[config.mk]
export PLATFORM = sky130hd
export DESIGN_NAME = dslot_fetch_seq
export DESIGN_NICKNAME = d
export VERILOG_FILES = /design/src/rtl/fseq_pkg.sv /design/src/rtl/fseq_ctrl.sv /design/src/rtl/fseq_pc_gen.sv /design/src/rtl/fseq_tag_pipe.sv /design/src/rtl/fseq_exc_rec.sv /design/src/rtl/dslot_fetch_seq.sv
export SDC_FILE = /design/constraint.sdc
export NUM_CORES = 1
export LEC_CHECK = 0
export BUFFER_PORTS_ARGS = -buffer_cell sky130_fd_sc_hd__buf_2
export CAP_MARGIN = 10
export CORE_ASPECT_RATIO = 1.1
export CORE_MARGIN = 2
export CORE_UTILIZATION = 45
export DETAILED_ROUTE_END_ITERATION = 8
export PLACE_DENSITY_LB_ADDON = 0.3
export SLEW_MARGIN = 20
export SYNTH_ARGS = -nofsm -noshare
export SYNTH_HDL_FRONTEND = slang
export SYNTH_SLANG_ARGS = --single-unit
[constraint.sdc]
create_clock -name clk -period 5.31 [get_ports clk]
set_input_delay 0.531 -clock clk [delete_from_list [all_inputs] [get_ports clk]]
set_output_delay 0.531 -clock clk [all_outputs]
set_load 0.01 [all_outputs]
[src/rtl/fseq_pkg.sv]
package fseq_pkg;

    localparam int FS_AW    = 32;
    localparam int FS_STEP  = 4;
    localparam int FS_TRACK = 2;

    typedef logic [FS_AW-1:0] addr_t;

    typedef enum logic [1:0] {
        SRC_SEQ = 2'd0,
        SRC_BR  = 2'd1,
        SRC_RET = 2'd2,
        SRC_EXC = 2'd3
    } src_e;

    typedef struct packed {
        addr_t pc;
        addr_t owner;
        logic  in_slot;
        logic  kill;
    } tag_t;

    localparam tag_t TAG_EMPTY = '{pc: '0, owner: '0, in_slot: 1'b0, kill: 1'b1};

    function automatic addr_t seq_next(input addr_t a);
        return a + addr_t'(FS_STEP);
    endfunction

endpackage

[src/rtl/fseq_ctrl.sv]
module fseq_ctrl
    import fseq_pkg::*;
(
    input  tag_t ex_tag,
    input  logic br_valid,
    input  logic br_taken,
    input  logic br_likely,
    input  logic exc_req,
    input  logic ret_req,
    output src_e src,
    output logic exc_go,
    output logic flush,
    output logic annul_slots,
    output logic mark_slot,
    output logic slot_err
);
    logic live, br_go, ret_go;

    always_comb begin
        live        = ~ex_tag.kill;
        br_go       = br_valid & live;
        exc_go      = exc_req & live;
        ret_go      = ret_req & live;
        flush       = exc_go | ret_go;
        mark_slot   = br_go;
        annul_slots = br_go & br_likely & ~br_taken;
        slot_err    = br_go & ex_tag.in_slot;
        if (exc_go)
            src = SRC_EXC;
        else if (ret_go)
            src = SRC_RET;
        else if (br_go && br_taken)
            src = SRC_BR;
        else
            src = SRC_SEQ;
    end
endmodule

[src/rtl/fseq_pc_gen.sv]
module fseq_pc_gen
    import fseq_pkg::*;
#(
    parameter addr_t BOOT_ADDR = 32'h0000_1000,
    parameter addr_t VEC_ADDR  = 32'h0000_0080
) (
    input  logic  clk,
    input  logic  rst,
    input  src_e  src,
    input  addr_t br_target,
    input  addr_t ret_pc,
    output addr_t fetch_pc
);
    always_ff @(posedge clk) begin
        if (rst) begin
            fetch_pc <= BOOT_ADDR;
        end else begin
            unique case (src)
                SRC_EXC: fetch_pc <= VEC_ADDR;
                SRC_RET: fetch_pc <= ret_pc;
                SRC_BR:  fetch_pc <= br_target;
                default: fetch_pc <= seq_next(fetch_pc);
            endcase
        end
    end

    p_seq_step_r2: assert property (@(posedge clk) disable iff (rst)
        (src == SRC_SEQ) |=> (fetch_pc == $past(fetch_pc) + addr_t'(FS_STEP)));

    p_vector_r8: assert property (@(posedge clk) disable iff (rst)
        (src == SRC_EXC) |=> (fetch_pc == VEC_ADDR));

    p_return_r10: assert property (@(posedge clk) disable iff (rst)
        (src == SRC_RET) |=> (fetch_pc == $past(ret_pc)));
endmodule

[src/rtl/fseq_tag_pipe.sv]
module fseq_tag_pipe
    import fseq_pkg::*;
(
    input  logic  clk,
    input  logic  rst,
    input  addr_t fetch_pc,
    input  logic  mark_slot,
    input  logic  flush,
    input  logic  annul_slots,
    output tag_t  id_tag,
    output tag_t  ex_tag
);
    tag_t id_n, ex_n;
    logic kill_young;

    always_comb begin
        kill_young    = flush | annul_slots;
        id_n.pc       = fetch_pc;
        id_n.in_slot  = mark_slot;
        id_n.owner    = mark_slot ? ex_tag.pc : '0;
        id_n.kill     = kill_young;
        ex_n          = id_tag;
        if (mark_slot) begin
            ex_n.in_slot = 1'b1;
            ex_n.owner   = ex_tag.pc;
        end
        ex_n.kill     = id_tag.kill | kill_young;
    end

    always_ff @(posedge clk) begin
        if (rst) begin
            id_tag <= TAG_EMPTY;
            ex_tag <= TAG_EMPTY;
        end else begin
            id_tag <= id_n;
            ex_tag <= ex_n;
        end
    end

    p_annul_both_r5: assert property (@(posedge clk) disable iff (rst)
        annul_slots |=> (id_tag.kill && ex_tag.kill));

    p_annul_second_r5: assert property (@(posedge clk) disable iff (rst)
        annul_slots |=> ##1 ex_tag.kill);

    p_flush_young_r8: assert property (@(posedge clk) disable iff (rst)
        flush |=> (id_tag.kill && ex_tag.kill));

    p_slot_owner_r9: assert property (@(posedge clk) disable iff (rst)
        (mark_slot && !flush) |=> (ex_tag.in_slot && ex_tag.owner == $past(ex_tag.pc)));
endmodule

[src/rtl/fseq_exc_rec.sv]
module fseq_exc_rec
    import fseq_pkg::*;
(
    input  logic  clk,
    input  logic  rst,
    input  logic  exc_go,
    input  tag_t  ex_tag,
    output addr_t epc,
    output logic  epc_slot
);
    always_ff @(posedge clk) begin
        if (rst) begin
            epc      <= '0;
            epc_slot <= 1'b0;
        end else if (exc_go) begin
            epc      <= ex_tag.in_slot ? ex_tag.owner : ex_tag.pc;
            epc_slot <= ex_tag.in_slot;
        end
    end

    p_slot_restart_r9: assert property (@(posedge clk) disable iff (rst)
        (exc_go && ex_tag.in_slot) |=> (epc_slot && epc == $past(ex_tag.owner)));

    p_plain_restart_r8: assert property (@(posedge clk) disable iff (rst)
        (exc_go && !ex_tag.in_slot) |=> (!epc_slot && epc == $past(ex_tag.pc)));

    p_epc_hold_r7: assert property (@(posedge clk) disable iff (rst)
        !exc_go |=> ($stable(epc) && $stable(epc_slot)));
endmodule

[src/rtl/dslot_fetch_seq.sv]
module dslot_fetch_seq
    import fseq_pkg::*;
#(
    parameter addr_t BOOT_ADDR = 32'h0000_1000,
    parameter addr_t VEC_ADDR  = 32'h0000_0080
) (
    input  logic                clk,
    input  logic                rst,
    input  logic                br_valid,
    input  logic                br_taken,
    input  logic                br_likely,
    input  logic [FS_AW-1:0]    br_target,
    input  logic                exc_req,
    input  logic                ret_req,
    input  logic [FS_AW-1:0]    ret_pc,
    output logic [FS_AW-1:0]    fetch_pc,
    output logic [FS_TRACK-1:0] annul_mask,
    output logic [FS_AW-1:0]    epc,
    output logic                epc_slot,
    output logic                slot_err
);
    tag_t id_tag, ex_tag;
    src_e src;
    logic exc_go, flush, annul_slots, mark_slot;

    fseq_ctrl u_ctrl (
        .ex_tag      (ex_tag),
        .br_valid    (br_valid),
        .br_taken    (br_taken),
        .br_likely   (br_likely),
        .exc_req     (exc_req),
        .ret_req     (ret_req),
        .src         (src),
        .exc_go      (exc_go),
        .flush       (flush),
        .annul_slots (annul_slots),
        .mark_slot   (mark_slot),
        .slot_err    (slot_err)
    );

    fseq_pc_gen #(.BOOT_ADDR(BOOT_ADDR), .VEC_ADDR(VEC_ADDR)) u_pc (
        .clk       (clk),
        .rst       (rst),
        .src       (src),
        .br_target (br_target),
        .ret_pc    (ret_pc),
        .fetch_pc  (fetch_pc)
    );

    fseq_tag_pipe u_tags (
        .clk         (clk),
        .rst         (rst),
        .fetch_pc    (fetch_pc),
        .mark_slot   (mark_slot),
        .flush       (flush),
        .annul_slots (annul_slots),
        .id_tag      (id_tag),
        .ex_tag      (ex_tag)
    );

    fseq_exc_rec u_exc (
        .clk      (clk),
        .rst      (rst),
        .exc_go   (exc_go),
        .ex_tag   (ex_tag),
        .epc      (epc),
        .epc_slot (epc_slot)
    );

    assign annul_mask = {ex_tag.kill, id_tag.kill};

    p_dead_quiet_r7: assert property (@(posedge clk) disable iff (rst)
        ex_tag.kill |-> (!exc_go && !flush && !mark_slot));

    p_err_needs_branch_r11: assert property (@(posedge clk) disable iff (rst)
        slot_err |-> (br_valid && !ex_tag.kill));

    p_exc_wins_r12: assert property (@(posedge clk) disable iff (rst)
        (exc_go && br_valid && br_taken) |=> (fetch_pc == VEC_ADDR));

    p_live_branch_keeps_r3: assert property (@(posedge clk) disable iff (rst)
        (mark_slot && !annul_slots && !flush) |=> (annul_mask[1] == 1'b0));
endmodule

==> impl_metrics.csv, run 1 <==
group,metric,value,unit
drt,wire_per_inst,14.0,um
die,core_area,15600,um^2
pwr,ir_worst_vdd,0.000200,V
critical_path,cp.arrival,1.83,ns
final_layout,area_delta_synth_final,18.9,%
placement,dpl.cell_count,1001,
worst_hold_path,min_path_type,"input port to register",
synthesis,ys.warnings.count,0,
synthesis,async_reset_ff_frac,0,
die,die_w,124,um
pwr,p_int,2.20,mW
clock_network,cts_resized,0,
sta,tns,0,ns
critical_path,crit_start,"u_tags.ex_tag[1]",
clock_network,cts_tree,"yes",
die,dieArea,16800,um^2
critical_path,reg2reg_to,"u_tags.id_tag[11]",
drt,ant_nets,0,
drt,drcViolationCount,0,
critical_path,slowest_stage,"dfxtp_2",
pwr,net-switching-power,0.704,mW
placement,postPlaceCellArea,7870,um^2
final_layout,num_antenna_cells,0,
global_route,antenna_found_initial,0,
sta,fmaxAchievable,0.424,GHz
synthesis,synth_cell_types,42,
drt,drt_iter0_drc,276,
critical_path,rrSetupSlack,3.22,ns
synthesis,ys_ff_latch,197,
global_route,grt_pass1_wl,23700,um
clock_network,clockBufferDepth,2,
sta,worst_slew_margin_rel,0.308,
global_route,gr-total-overflow,0,
sta,drv_slew,0,
global_route,grt_pass1_vias,4719,
sta,clock_skew,0.0109,ns
critical_path,startpoint_type,"register",
critical_path,r2r_start,"u_tags.ex_tag[0]",
die,row_count,48,
drt,via_per_inst,4.94,
final_layout,final_util,0.542,
worst_hold_path,worstHoldStart,"ret_pc[4]",
pwr,swShare,0.242,
sta,fin_crit,2.36,ns
clock_network,numCtsBuffers,17,
critical_path,crit_family,"flip-flops",
sta,rsz0062_at_grt,"no",
synthesis,ys_seq_area_frac,0.556,
synthesis,syn_nets,783,
pwr,p_clk_frac,0.414,
sta,setup_viol,0,
critical_path,crit_buf_inv,1,
pwr,pwr_density_cell,345,nW/um^2
die,die_h,136,um
run,cap_viol_max_count,0,
die,start_util,0.456,
pwr,p_comb_frac,0.056,
critical_path,crit_path_max_fanout,34,
clock_network,cts_setup_buffers,0,
placement,globalplace.congestion,0.787,
placement,dp_hpwl,9730,um
clock_network,cts.sinks,197,
clock_network,cts_hold_buf,0,
drt,first_pass_iters,4,
synthesis,synth_flop_cell,"dfxtp_1",
global_route,grt_max_degree,86,
pwr,fin_total_pwr,2.91,mW
sta,report.final.hold_viol_count,0,
die,ios,139,
worst_hold_path,min_to,"u_pc.fetch_pc[4]",
placement,io_buffers,138,
critical_path,crit_chain,"and2_1, buf_2",
drt,vias,5108,
sta,worst_pin_slew,1.04,ns
status,status,"finished, final reports clean",
sta,fin_ws,2.95,ns
final_layout,drive_above_1_share,0.238,
synthesis,syn_area,7090,um^2
critical_path,critical_path_class,"register to output port",
final_layout,final_area,8430,um^2
clock_network,clock_latency,0.41,ns
drt,routed_wl,14400,um
global_route,track_usage,0.176,
synthesis,synth_cells,711,
clock_network,clock-root-buffer,"clkbuf_16",
clock_network,cts.clk_slew.worst_paths,0.07,ns
final_layout,nets,892,
pwr,pwr-share-seq,0.530,
pwr,leakage,3.23,nW
critical_path,endpoint_kind,"output port",
synthesis,syn_avg_cell_area,9.97,um^2
synthesis,synth-edff-count,0,
critical_path,worst_path_largest_cell_delay,1.02,ns
final_layout,instances_no_fill,1033,
worst_hold_path,min_path_cells,3,
clock_network,htreeDepth,4,
placement,preCtsSetupSlack,2.65,ns
sta,period_share,0.445,
critical_path,reg2reg_depth,5,
critical_path,cp.required,4.78,ns
sta,fin_hold_ws,0.355,ns
cells in the final DEF, fill, tap and decap left out, types with 3 or more instances in the layout:
cell type,instances
xnor2_1,19
clkbuf_16,17
and2_1,35
mux2i_1,33
nand3_1,5
buf_2,137
nor2b_1,64
a22oi_1,21
nand4_1,8
nor2_1,49
inv_6,7
and3_1,6
a21oi_1,38
xor2_1,9
nor4_2,5
buf_4,7
a221oi_1,4
a222oi_1,6
inv_8,3
clkinv_4,3
a211oi_1,34
dfxtp_1,196
o22ai_1,18
nand2_1,78
layer usage:
metal,share of wire,track usage,vias up
li1,-,-,2661
met1,0.48,0.257,2265
met2,0.44,0.254,172
met3,0.067,0.0484,10
met4,0.0087,0.0492,0
met5,0,0,-
worst max-delay path by stage:
stage / end / depth (start not counted)
3_3_place_gp: u_pc.fetch_pc[29] / 6
5_1_grt: slot_err / 2
6_report: slot_err / 2
2_1_floorplan: u_pc.fetch_pc[10] / 7
4_1_cts: u_pc.fetch_pc[22] / 5
3_5_place_dp: u_pc.fetch_pc[22] / 6
power groups by stage:
stage	registers, mW	clock network [mW]	logic, mW
2_1_floorplan	1.57	0	0.0925
3_3_place_gp	1.57	0	0.164
3_5_place_dp	1.58	0	0.164
4_1_cts	1.54	1.23	0.164
5_1_grt	1.54	1.29	0.181
6_report	1.54	1.20	0.162
cell type report:
cell class / count / area (um^2)
Tap cell: 200 / 250
Sequential cell: 197 / 3950
Timing Repair Buffer: 144 / 738
Multi-Input combinational cell: 460 / 2940
Fill cell: 1393 / 7120
Clock buffer: 17 / 425
Clock inverter: 15 / 134
registers in the layout, indices dropped and copies added, names as in the netlist:
name,flops
u_exc.epc,32
u_exc.epc_slot,1
u_tags.ex_tag,66
u_pc.fetch_pc,32
u_tags.id_tag,66
cells in the mapped netlist (2+ instances only):
cell / count / area (um^2)
a211oi_1: 34 / 255
a211oi_2: 2 / 25.0
a21oi_1: 38 / 190
a221oi_1: 4 / 35.0
a222oi_1: 6 / 60.1
a22oi_1: 21 / 158
and2_1: 35 / 219
and3_1: 7 / 43.8
and4_1: 2 / 17.5
and4_4: 2 / 22.5
buf_2: 13 / 65.1
buf_4: 2 / 15.0
clkbuf_1: 38 / 143
dfxtp_1: 197 / 3940
mux2i_1: 33 / 330
nand2_1: 78 / 293
nand2b_1: 2 / 12.5
nand3_1: 5 / 25.0
nand3_4: 2 / 35.0
nand4_1: 8 / 50.1
nor2_1: 49 / 184
nor2b_1: 66 / 413
nor4_2: 5 / 62.6
o22ai_1: 18 / 113
xnor2_1: 19 / 166
xor2_1: 9 / 78.8
worst register-to-register path, delay by kind of cell (launching register included):
| kind | cells | cell delay [ns] |
|---|---|---|
| buffers and inverters | 2 | 0.57 |
| DFF | 1 | 0.41 |
| and+or+nand+nor | 3 | 1.05 |
kinds of logic after synthesis:
kind of cell	after synthesis	share of synthesized area
and+or+nand+nor	273	0.209
DFF	197	0.556
AOI/OAI and AO/OA	125	0.120
buffers and inverters	54	0.0319
muxes	33	0.0466
xor gates and xnor gates	28	0.0346
adders and majority gates	1	0.00176
Note: power is estimated with default switching activity, not from simulation.
==> run 2, diff against run 1 <==
Clock period 5.31 ns to 2 ns, I/O delays scaled along.
==> impl_metrics.csv, run 2 (synthesis results as in run 1) <==
group,metric,value,unit
status,status,"finished, final reports clean",
pwr,ir_worst_vdd,0.000578,V
pwr,p_int,5.96,mW
critical_path,cp.required,1.80,ns
critical_path,endpoint_kind,"output port",
sta,tns,0,ns
global_route,grt_pass1_wl,23700,um
pwr,leakage,3.28,nW
pwr,swShare,0.225,
worst_hold_path,min_path_cells,3,
placement,globalplace.congestion,0.783,
drt,drt_iter0_drc,305,
die,die_h,136,um
die,ios,139,
final_layout,final_common_cell,"dfxtp_1",
clock_network,cts_tree,"yes",
pwr,p_comb_frac,0.063,
critical_path,startpoint_type,"register",
placement,io_buffers,138,
clock_network,htreeDepth,4,
sta,drv_slew,0,
drt,ant_nets,0,
final_layout,layout_common_cells,"dfxtp_1, buf_2, nand2_1",
die,die_w,124,um
sta,worst_pin_slew,0.785,ns
sta,setup_viol,0,
sta,worst_slew_margin_rel,0.477,
sta,clock_skew,0.00869,ns
clock_network,clockBufferDepth,2,
critical_path,reg2reg_depth,6,
final_layout,drive_above_1_share,0.241,
sta,fin_crit,1.82,ns
die,core_area,15600,um^2
sta,fin_hold_ws,0.0238,ns
pwr,fin_total_pwr,7.69,mW
global_route,grt_pass1_vias,4727,
final_layout,n_fill_cell,1418,
clock_network,numCtsBuffers,17,
worst_hold_path,min_path_type,"input port to register",
drt,first_pass_iters,5,
sta,report.final.hold_viol_count,0,
final_layout,instances_no_fill,1042,
die,start_util,0.456,
final_layout,area_delta_synth_final,20.4,%
drt,wire_per_inst,14.1,um
pwr,net-switching-power,1.73,mW
global_route,track_usage,0.182,
pwr,pwr-share-seq,0.529,
global_route,gr-total-overflow,0,
drt,routed_wl,14700,um
drt,vias,5176,
sta,fmaxAchievable,0.551,GHz
final_layout,nets,901,
final_layout,reg_top3,"u_tags.ex_tag: 66 flops, u_tags.id_tag: 66 flops",
placement,dp_hpwl,9890,um
drt,via_per_inst,4.97,
sta,period_share,0.908,
critical_path,cp.arrival,1.62,ns
die,row_count,48,
sta,rsz0062_at_grt,"no",
run,cap_viol_max_count,0,
pwr,pwr_density_cell,901,nW/um^2
critical_path,critical_path_class,"register to output port",
drt,drcViolationCount,0,
pwr,p_clk_frac,0.408,
clock_network,cts.clk_slew.worst_paths,0.06,ns
global_route,antenna_found_initial,0,
global_route,grt_max_degree,124,
final_layout,num_antenna_cells,0,
placement,dpl.cell_count,1008,
clock_network,cts.sinks,197,
die,dieArea,16800,um^2
clock_network,clock_latency,0.43,ns
critical_path,crit_path_max_fanout,34,
clock_network,clock-root-buffer,"clkbuf_16",
-- run 2: cell types whose count changed in the layout (fill, tap and decap cells not counted), moves of 2 or more --
cell	delta
dlygate4sd3_1	+2
clkinv_2	+5
clkinvlp_4	+2
buf_4	+3
inv_6	-6
buf_12	+3
inv_8	-3
-- run 2: layout make-up --
class,count,area (um^2),area share
Sequential cell,197,3950,0.462
Multi-Input combinational cell,460,2940,0.344
Timing Repair Buffer,153,852,0.0998
Clock inverter,13,109,0.0128
Clock buffer,19,443,0.0519
Tap cell,200,250,0.0293
-- run 2: repair_timing --
action | in CTS | in global routing
resized for setup | 0 | 1
endpoints found under the hold margin | 2 | 0
hold buffers | 2 | 0
buffers inserted | 0 | 0
endpoints found under the setup margin | 0 | 1
-- run 2: worst max-delay path, stage by stage, from the launching register on --
cell and delay, ns:
dfxtp_1 0.42, nor2b_2 0.19, buf_6 0.28, and2_1 0.17, buf_2 0.12
-- run 2: through the flow --
| stage | cell area, um^2 | setup WS (ns) | util |
|---|---|---|---|
| final | 8540 | 0.184 | 0.549 |
| after global routing | 8540 | 0.0560 | 0.549 |
| after CTS | 8530 | 0.0790 | 0.549 |
| after detailed placement | 7960 | 0.257 | 0.512 |
| after global placement | 7960 | 0.319 | 0.512 |
| after floorplan | 7090 | 0.207 | - |
-- run 2: path summary, 6_finish.rpt --
check | start | to | slack, ns
worst max-delay path | u_tags.ex_tag[0] | slot_err | 0.18
worst min-delay path | ret_pc[1] | u_pc.fetch_pc[1] | 0.02
worst max register to register | u_pc.fetch_pc[2] | u_pc.fetch_pc[10] | 0.21
worst min register to register | u_tags.id_tag[30] | u_tags.ex_tag[30] | 0.43
-- run 2: per-layer routing --
layer  track usage  up-vias  share of wire  wire length (um)
met3        0.0539       13          0.063               925
met1         0.255     2334           0.48              7020
met5             0        -              0                 0
li1              -     2679              -                 -
met4        0.0587        0          0.011               166
met2         0.269      150           0.45              6620
-- run 2: power by group through the flow --
stage               Combinational, mW  Sequential, mW  Clock (mW)
floorplan                       0.246            4.18           0
global placement                0.480            4.16           0
detailed placement              0.482            4.16           0
CTS                             0.487            4.07        3.23
global route                    0.533            4.08        3.39
finish                          0.481            4.07        3.14
==> run 3, diff against run 2 <==
==> constraint.sdc (replaced) <==
create_clock -name clk -period 2 [get_ports clk]
set_input_delay 0.3 -clock clk [delete_from_list [all_inputs] [get_ports clk]]
set_output_delay 0.3 -clock clk [all_outputs]
set_load 0.01 [all_outputs]
==> impl_metrics.csv, run 3 (synthesis results as in run 1) <==
group,metric,value,unit
drt,via_per_inst,4.92,
sta,worst_pin_slew,0.359,ns
sta,fin_crit,1.84,ns
sta,fmaxAchievable,0.543,GHz
drt,first_pass_iters,5,
final_layout,drive_above_1_share,0.244,
global_route,met1_usage,0.248,
pwr,net-switching-power,1.71,mW
placement,io_buffers,138,
final_layout,nets,905,
sta,tns,0,ns
clock_network,cts_setup_buffers,0,
global_route,gr-total-overflow,0,
global_route,grt_pass1_wl,24400,um
global_route,grt_max_degree,66,
critical_path,crit_start,"u_tags.ex_tag[0]",
pwr,p_clk_frac,0.430,
critical_path,critical_path_class,"register to output port",
placement,dp_hpwl,10300,um
critical_path,slowest_stage,"dfxtp_1",
worst_hold_path,worstHoldStart,"ret_pc[0]",
placement,globalplace.congestion,0.823,
critical_path,endpoint_kind,"output port",
drt,vias,5136,
clock_network,cts.sinks,197,
clock_network,clockBufferDepth,2,
clock_network,htreeDepth,4,
critical_path,worst_path_largest_cell_delay,0.53,ns
die,ios,139,
clock_network,cts_tree,"yes",
final_layout,reg_top3,"u_tags.ex_tag: 66 flops, u_tags.id_tag: 66 flops",
sta,worst_slew_margin_rel,0.760,
global_route,met3_usage,0.0568,
pwr,leakage,3.33,nW
pwr,p_int,6.27,mW
global_route,antenna_found_initial,0,
drt,drcViolationCount,0,
critical_path,crit_path_max_fanout,12,
die,dieArea,16800,um^2
clock_network,numCtsBuffers,17,
global_route,track_usage,0.186,
die,start_util,0.456,
final_layout,layout_common_cells,"dfxtp_1, buf_2, nand2_1",
clock_network,clock-root-buffer,"clkbuf_16",
sta,clock_skew,0.00595,ns
sta,rsz0062_at_grt,"no",
final_layout,final_common_cell,"dfxtp_1",
final_layout,area_delta_synth_final,21.5,%
drt,routed_wl,15000,um
pwr,swShare,0.215,
sta,setup_viol,0,
die,row_count,48,
critical_path,startpoint_type,"register",
critical_path,cp.arrival,1.54,ns
die,die_w,124,um
run,cap_viol_max_count,0,
critical_path,crit_family,"flip-flops",
die,die_h,136,um
clock_network,clock_latency,0.42,ns
drt,drt_iter0_drc,345,
global_route,grt_busiest_layer,"met2",
worst_hold_path,min_path_type,"input port to register",
critical_path,crit_buf_inv,2,
global_route,grt_use_met2,0.286,
final_layout,num_antenna_cells,0,
clock_network,cts_resized,0,
critical_path,cp.required,1.70,ns
drt,ant_nets,0,
clock_network,cts.clk_slew.worst_paths,0.07,ns
pwr,pwr-share-seq,0.510,
pwr,pwr_density_cell,927,nW/um^2
die,core_area,15600,um^2
drt,wire_per_inst,14.3,um
global_route,grt_pass1_vias,4987,
critical_path,crit_chain,"nor2b_2, buf_4, and2_1, buf_2",
status,status,"finished, final reports clean",
sta,period_share,0.921,
sta,drv_slew,0,
pwr,p_comb_frac,0.061,
critical_path,r2r_start,"u_pc.fetch_pc[3]",
clock_network,cts_hold_buf,0,
pwr,ir_worst_vdd,0.000613,V
sta,report.final.hold_viol_count,0,
sta,fin_hold_ws,0.113,ns
[run 3: final timing paths]
kind / endpoint / slack (ns) / cells after the start
worst min register to register: u_tags.ex_tag[59] / 0.43 / 1
worst max-delay path: slot_err / 0.16 / 4
worst min-delay path: u_pc.fetch_pc[0] / 0.11 / 3
worst max register to register: u_pc.fetch_pc[10] / 0.22 / 6
[run 3: final cells by class]
class                   count  area [um^2]
clock inverters             8          126
repair buffers            157          886
well taps                 200          250
multi-input cells         460         2940
flip-flops and latches    197         3950
fillers                  1391         6940
clock buffers              21          470
[run 3: worst register-to-register path, delay by kind of cell, from the launching register on]
| family | cells | cell delay, ns |
|---|---|---|
| simple gates | 3 | 0.64 |
| flops | 1 | 0.35 |
| compound gates | 1 | 0.32 |
| fa+ha+maj | 1 | 0.21 |
| xor+xnor | 1 | 0.16 |
[run 3: power by group through the flow]
stage / clock network [mW] / logic [mW] / registers, mW
floorplan: 0 / 0.246 / 4.18
global placement: 0 / 0.484 / 4.16
detailed placement: 0 / 0.488 / 4.16
CTS: 3.51 / 0.491 / 4.07
global route: 3.65 / 0.537 / 4.08
finish: 3.43 / 0.484 / 4.07
[run 3: metrics by stage]
step | util | std cells | area [um^2] | setup slack, ns | power (mW)
6_report | 0.554 | 1043 | 8610 | 0.158 | 7.99
5_1_grt | 0.554 | 1043 | 8610 | 0.0675 | 8.27
4_1_cts | 0.554 | 1043 | 8610 | 0.130 | 8.07
3_5_place_dp | 0.515 | 1014 | 8020 | 0.253 | 4.65
3_3_place_gp | 0.515 | 1014 | 8020 | 0.311 | 4.64
2_1_floorplan | - | 711 | 7090 | 0.207 | 4.42
[run 3: per-layer routing]
metal | part of all wire | wire length [um] | vias up
met5 | 0 | 0 | -
met4 | 0.015 | 218 | 0
met3 | 0.059 | 880 | 18
met2 | 0.45 | 6800 | 146
met1 | 0.47 | 7050 | 2302
li1 | - | - | 2670
